## config.mk

```make
export PLATFORM = sky130hd
export DESIGN_NAME = tclk_loss_mon
export DESIGN_NICKNAME = d
export VERILOG_FILES = /design/src/rtl/tlm_pkg.sv /design/src/rtl/tlm_edge_sync.sv /design/src/rtl/tlm_idle_cnt.sv /design/src/rtl/tlm_tx_ctrl.sv /design/src/rtl/tclk_loss_mon.sv
export SDC_FILE = /design/constraint.sdc
export NUM_CORES = 1
export LEC_CHECK = 0
export BUFFER_PORTS_ARGS = -buffer_cell sky130_fd_sc_hd__buf_2
export CAP_MARGIN = 10
export CORE_UTILIZATION = 52
export CTS_CLUSTER_DIAMETER = 50
export DETAILED_ROUTE_END_ITERATION = 8
export PLACE_DENSITY = 0.79
export SYNTH_ARGS = -nofsm -noshare
export SYNTH_HDL_FRONTEND = slang
export SYNTH_SLANG_ARGS = --single-unit
export TNS_END_PERCENT = 1
```

## constraint.sdc

```tcl
create_clock -name clk -period 3.3 [get_ports clk]
set_input_delay 0 -clock clk [delete_from_list [all_inputs] [get_ports clk]]
set_output_delay 0 -clock clk [all_outputs]
set_load 0.05 [all_outputs]
```

## src/rtl/tlm_pkg.sv

```systemverilog
// Shared types for the transmit clock loss monitor.
// Assumes nothing beyond plain SystemVerilog packages.
package tlm_pkg;
    // Active transmit pattern request bits.
    typedef struct packed {
        logic all_ones;
        logic all_zeros;
        logic prbs;
        logic auto_ones;
        logic ais;
    } tx_mode_t;
endpackage

```

## src/rtl/tlm_edge_sync.sv

```systemverilog
// Synchronizes a slow raw clock into the system domain and reports its edges.
// Assumes the raw clock's half period spans several system clock cycles.
module tlm_edge_sync #(
    parameter int STAGES = 2
) (
    input  logic clk,
    input  logic rst_n,
    input  logic raw_in,
    output logic rise,
    output logic fall
);
    localparam int W = STAGES + 1;

    logic [W-1:0] shreg;

    // Shift the raw level through the synchronizer plus one history flop.
    always_ff @(posedge clk) begin
        if (!rst_n) shreg <= '0;
        else        shreg <= {shreg[W-2:0], raw_in};
    end

    assign rise = shreg[W-2] & ~shreg[W-1];
    assign fall = ~shreg[W-2] & shreg[W-1];
endmodule

```

## src/rtl/tlm_idle_cnt.sv

```systemverilog
// Counts master-clock edges since the last transmit clock edge and flags loss.
// Assumes edge strobes are single system cycles wide.
module tlm_idle_cnt #(
    parameter int LOSS_LIMIT = 70
) (
    input  logic clk,
    input  logic rst_n,
    input  logic mclk_tick,
    input  logic tclk_act,
    output logic lost
);
    localparam int CW = $clog2(LOSS_LIMIT + 2);
    localparam logic [CW-1:0] SAT = CW'(LOSS_LIMIT + 1);

    logic [CW-1:0] cnt;

    // Clear on transmit activity, else count master edges up to saturation.
    always_ff @(posedge clk) begin
        if (!rst_n)                     cnt <= '0;
        else if (tclk_act)              cnt <= '0;
        else if (mclk_tick && cnt != SAT) cnt <= cnt + 1'b1;
    end

    assign lost = (cnt == SAT);
endmodule

```

## src/rtl/tlm_tx_ctrl.sv

```systemverilog
// Chooses the pattern clock, gates the line driver and holds the loss interrupt.
// Assumes mode bits are quasi-static configuration.
module tlm_tx_ctrl
    import tlm_pkg::*;
(
    input  logic     clk,
    input  logic     rst_n,
    input  tx_mode_t mode,
    input  logic     cfg_patt_mclk,
    input  logic     remote_lb,
    input  logic     mclk_present,
    input  logic     mclk_act,
    input  logic     mclk_rise,
    input  logic     tclk_rise,
    input  logic     lost,
    input  logic     int_mask,
    input  logic     int_clr,
    output logic     irq,
    output logic     patt_clk_en,
    output logic     drv_oe
);
    logic lost_d;
    logic mclk_seen;
    logic forced_m;
    logic sel_m;
    logic patt_on;
    logic irq_set;

    assign forced_m = mode.auto_ones | mode.ais;
    assign sel_m    = forced_m | cfg_patt_mclk;
    assign patt_on  = mode.all_ones | mode.all_zeros | mode.prbs | forced_m;
    assign irq_set  = lost & ~lost_d & ~int_mask;

    // Remember the previous loss level for declaration detection.
    always_ff @(posedge clk) begin
        if (!rst_n) lost_d <= 1'b0;
        else        lost_d <= lost;
    end

    // Track whether the master clock has been seen running since reset.
    always_ff @(posedge clk) begin
        if (!rst_n)             mclk_seen <= 1'b0;
        else if (!mclk_present) mclk_seen <= 1'b0;
        else if (mclk_act)      mclk_seen <= 1'b1;
    end

    // Sticky interrupt: set on a new unmasked loss, cleared by strobe.
    always_ff @(posedge clk) begin
        if (!rst_n)       irq <= 1'b0;
        else if (irq_set) irq <= 1'b1;
        else if (int_clr) irq <= 1'b0;
    end

    // Pattern strobe from the chosen reference.
    always_comb begin
        patt_clk_en = sel_m ? mclk_rise : tclk_rise;
    end

    // Driver enable: master clock required, loss tolerated only by exceptions.
    always_comb begin
        drv_oe = mclk_present & mclk_seen &
                 (~lost | remote_lb | (patt_on & sel_m));
    end
endmodule

```

## src/rtl/tclk_loss_mon.sv

```systemverilog
// Top of the transmit clock loss monitor.
// Assumes clk is much faster than both raw clocks.
module tclk_loss_mon
    import tlm_pkg::*;
#(
    parameter int LOSS_LIMIT = 70,
    parameter int SYNC_STAGES = 2
) (
    input  logic clk,
    input  logic rst_n,
    input  logic mclk_in,
    input  logic tclk_in,
    input  logic mclk_present,
    input  logic cfg_tclk_fall,
    input  logic cfg_patt_mclk,
    input  logic tx_all_ones,
    input  logic tx_all_zeros,
    input  logic tx_prbs,
    input  logic auto_all_ones,
    input  logic ais_en,
    input  logic remote_lb,
    input  logic int_mask,
    input  logic int_clr,
    output logic tclk_lost,
    output logic irq,
    output logic patt_clk_en,
    output logic tx_sample_en,
    output logic drv_oe
);
    logic     m_rise, m_fall, t_rise, t_fall;
    tx_mode_t mode;

    assign mode = '{all_ones: tx_all_ones, all_zeros: tx_all_zeros,
                    prbs: tx_prbs, auto_ones: auto_all_ones, ais: ais_en};

    tlm_edge_sync #(.STAGES(SYNC_STAGES)) u_msync (
        .clk(clk), .rst_n(rst_n), .raw_in(mclk_in), .rise(m_rise), .fall(m_fall)
    );

    tlm_edge_sync #(.STAGES(SYNC_STAGES)) u_tsync (
        .clk(clk), .rst_n(rst_n), .raw_in(tclk_in), .rise(t_rise), .fall(t_fall)
    );

    tlm_idle_cnt #(.LOSS_LIMIT(LOSS_LIMIT)) u_idle (
        .clk(clk), .rst_n(rst_n), .mclk_tick(m_rise),
        .tclk_act(t_rise | t_fall), .lost(tclk_lost)
    );

    tlm_tx_ctrl u_ctrl (
        .clk(clk), .rst_n(rst_n), .mode(mode), .cfg_patt_mclk(cfg_patt_mclk),
        .remote_lb(remote_lb), .mclk_present(mclk_present),
        .mclk_act(m_rise | m_fall), .mclk_rise(m_rise), .tclk_rise(t_rise),
        .lost(tclk_lost), .int_mask(int_mask), .int_clr(int_clr),
        .irq(irq), .patt_clk_en(patt_clk_en), .drv_oe(drv_oe)
    );

    assign tx_sample_en = cfg_tclk_fall ? t_fall : t_rise;
endmodule

```

==> impl_metrics.env <==
export IMPL_clk_latency_ps=280
export IMPL_post_route_util_pct=70.2
export IMPL_drt_met1_wl_um=648
export IMPL_cts_hold_buf=4
export IMPL_status="finished clean"
export IMPL_core_area_mm2=0.00130
export IMPL_critPathBufInv=1
export IMPL_portBuffers=19
export IMPL_grt_use_total_pct=22.3
export IMPL_nNetsFinal=124
export IMPL_wl_met3_um=44
export IMPL_syn_nets=97
export IMPL_wl_per_cell_um=12.3
export IMPL_diodes=0
export IMPL_path_cells="ha_1 -> nor2b_1 -> and2_1 -> a31oi_1 -> buf_2"
export IMPL_post_cts_buffers=0
export IMPL_required_ps=3300
export IMPL_antenna_found_initial=0
export IMPL_syn_inst=78
export IMPL_cts_tree="built"
export IMPL_post_dp_hpwl_mm=1.11
export IMPL_drt_iter0_drc=10
export IMPL_dieArea_mm2=0.00155
export IMPL_p_per_area_mw_per_mm2=395
export IMPL_rsz0062_at_grt="false"
export IMPL_ys_types=28
export IMPL_place_ws_ps=1830
export IMPL_dr_total_vias=642
export IMPL_worstPathMaxFanout=6
export IMPL_slew_viol_final=0
export IMPL_grt_pass1_vias=568
export IMPL_yosysTopAreaCellShare_pct=44.1
export IMPL_numCtsBuffers=3
export IMPL_grt_pass1_wl_mm=2.25
export IMPL_critPathMaxStageDelay_ps=400
export IMPL_synth_top_cells_by_area="dfxtp_1 (44%), and2_1 (6.9%), ha_1 (6.9%)"
export IMPL_hold_path_class="input pin to flip-flop"
export IMPL_ys_ff_latch=16
export IMPL_drc=0
export IMPL_relSlewSlack_pct=74.8
export IMPL_avgViaCountPerCell=5.39
export IMPL_finalHoldViolations=0
export IMPL_ctsHtreeMaxLevel=1
export IMPL_yosysWarnings=0
export IMPL_ir_drop_v=0.000302
export IMPL_yosysTopAreaCell="dfxtp_1"
export IMPL_cp_arrival_ps=1820
export IMPL_gp_congestion=0.753
export IMPL_first_pass_iters=4
export IMPL_slowest_stage="dfxtp_1"
export IMPL_tightest_slew_ps=377
export IMPL_die_y_um=39.4
export IMPL_pin_count=20
export IMPL_syn_area_per_cell_um2=9.32
export IMPL_grt_ovfl_total=0
export IMPL_ant_nets=0
export IMPL_ctsResizeCount=0
export IMPL_initial_core_util_pct=55.9
export IMPL_p_total_uw=360
export IMPL_path_clk_slew_ps=90
export IMPL_leakagePower_nw=0.394
export IMPL_cp_start_kind="flip-flop"
export IMPL_syn_area_um2=727
export IMPL_grt_max_degree=12
export IMPL_wl_mm=1.46
export IMPL_fin_crit_sh_pct=55.0
export IMPL_setup_slack_ps=1480
export IMPL_final_common_cell="buf_2"
export IMPL_critPathCaptureType="primary output"
export IMPL_ctsRootBufferMaster="clkbuf_4"
export IMPL_cts_buffer_depth=2
export IMPL_hold_ws_ps=14.3
export IMPL_top_layer_used="met4"
export IMPL_num_rows=13
export IMPL_worstSetupPathType="flip-flop to primary output"
export IMPL_max_freq_mhz=551
export IMPL_drive_gt1_share_pct=27.9
export IMPL_ys_seq_area_share_pct=44.1
export IMPL_clock_sinks=16
export IMPL_min_period_ps=1820
export IMPL_cap_violations=0
export IMPL_fin_worst_skew_ps=1.50
export IMPL_die_x_um=39.4
export IMPL_wl_met2_um=727
export IMPL_crit_family="simple AND/OR/NAND/NOR gates"
export IMPL_mostFrequentLayoutCells="buf_2 (19), dfxtp_1 (16), and2_1 (8), nand2_1 (8), a21oi_1 (5)"
export IMPL_setup_viol=0
export IMPL_syn_to_final_growth_pct=25.6
export IMPL_setup_tns_ps=0
==> cell type report <==
type | instances | area (µm²)
Multi-Input combinational cell | 57 | 388
Fill cell | 93 | 388
Sequential cell | 16 | 320
Timing Repair Buffer | 23 | 135
Clock buffer | 4 | 36.3
Tap cell | 15 | 18.8
Inverter | 4 | 15.0
==> state kept, by name (all words and copies together), names as in the netlist <==
signal and count:
u_tsync.shreg 3, u_ctrl.lost_d 1, u_idle.cnt 7, u_ctrl.irq 1, u_ctrl.mclk_seen 1, u_msync.shreg 3
==> per-layer routing <==
metal  track usage, %  up-vias
li1                 -      325
met5                0        -
met2             39.2       13
met1             22.6      298
met3             6.25        6
met4             14.7        0
==> cell usage after synthesis <==
master    instances
o31ai_1           1
and4_2            1
nor3_1            2
o21ai_0           2
a211o_1           1
dfxtp_1          16
and4bb_2          1
nand2_1           8
inv_1             4
a31oi_1           1
or3_1             2
ha_1              4
mux2i_1           2
nor2b_1           1
nand4_1           2
a21boi_2          1
mux2_2            2
xor2_1            1
and3_1            1
a21oi_1           5
nor2_1            3
nand3_1           2
and2_1            8
nand2b_1          3
nand4_2           1
o21a_1            1
clkbuf_1          1
a21boi_0          1
==> metrics by stage <==
step | instances | instance area (µm²)
detailed placement | 111 | 837
global placement | 111 | 837
global route | 119 | 913
finish | 119 | 913
floorplan | 78 | 727
CTS | 119 | 913
==> report_power, final <==
part | leakage, nW | switching (mW) | internal (mW)
Combinational | 0.243 | 0.0177 | 0.0174
Sequential | 0.130 | 0.00211 | 0.197
Clock | 0.0210 | 0.0591 | 0.0671
==> path summary, 6_finish.rpt <==
path                    start               end  slack [ps]  depth (start not counted)
max             u_idle.cnt[0]            drv_oe        1480                          5
min                  int_mask        u_ctrl.irq          10                          4
max reg2reg     u_idle.cnt[0]     u_idle.cnt[2]        1870                          4
min reg2reg  u_msync.shreg[0]  u_msync.shreg[1]         440                          1
==> cell families after synthesis <==
family	synth area share, %
AO/OA/AOI/OAI	11.5
XOR/XNOR	1.21
adder cells (fa/ha/maj)	6.88
buffers and inverters	2.58
flip-flops	44.1
multiplexers	5.85
AND/OR/NAND/NOR	27.9
==> tightest hold or removal path: stages <==
cell and delay (ps):
buf_2 80, nor2_1 30, nand3_1 70, a21boi_0 80
(Power assumes the default switching activity.)
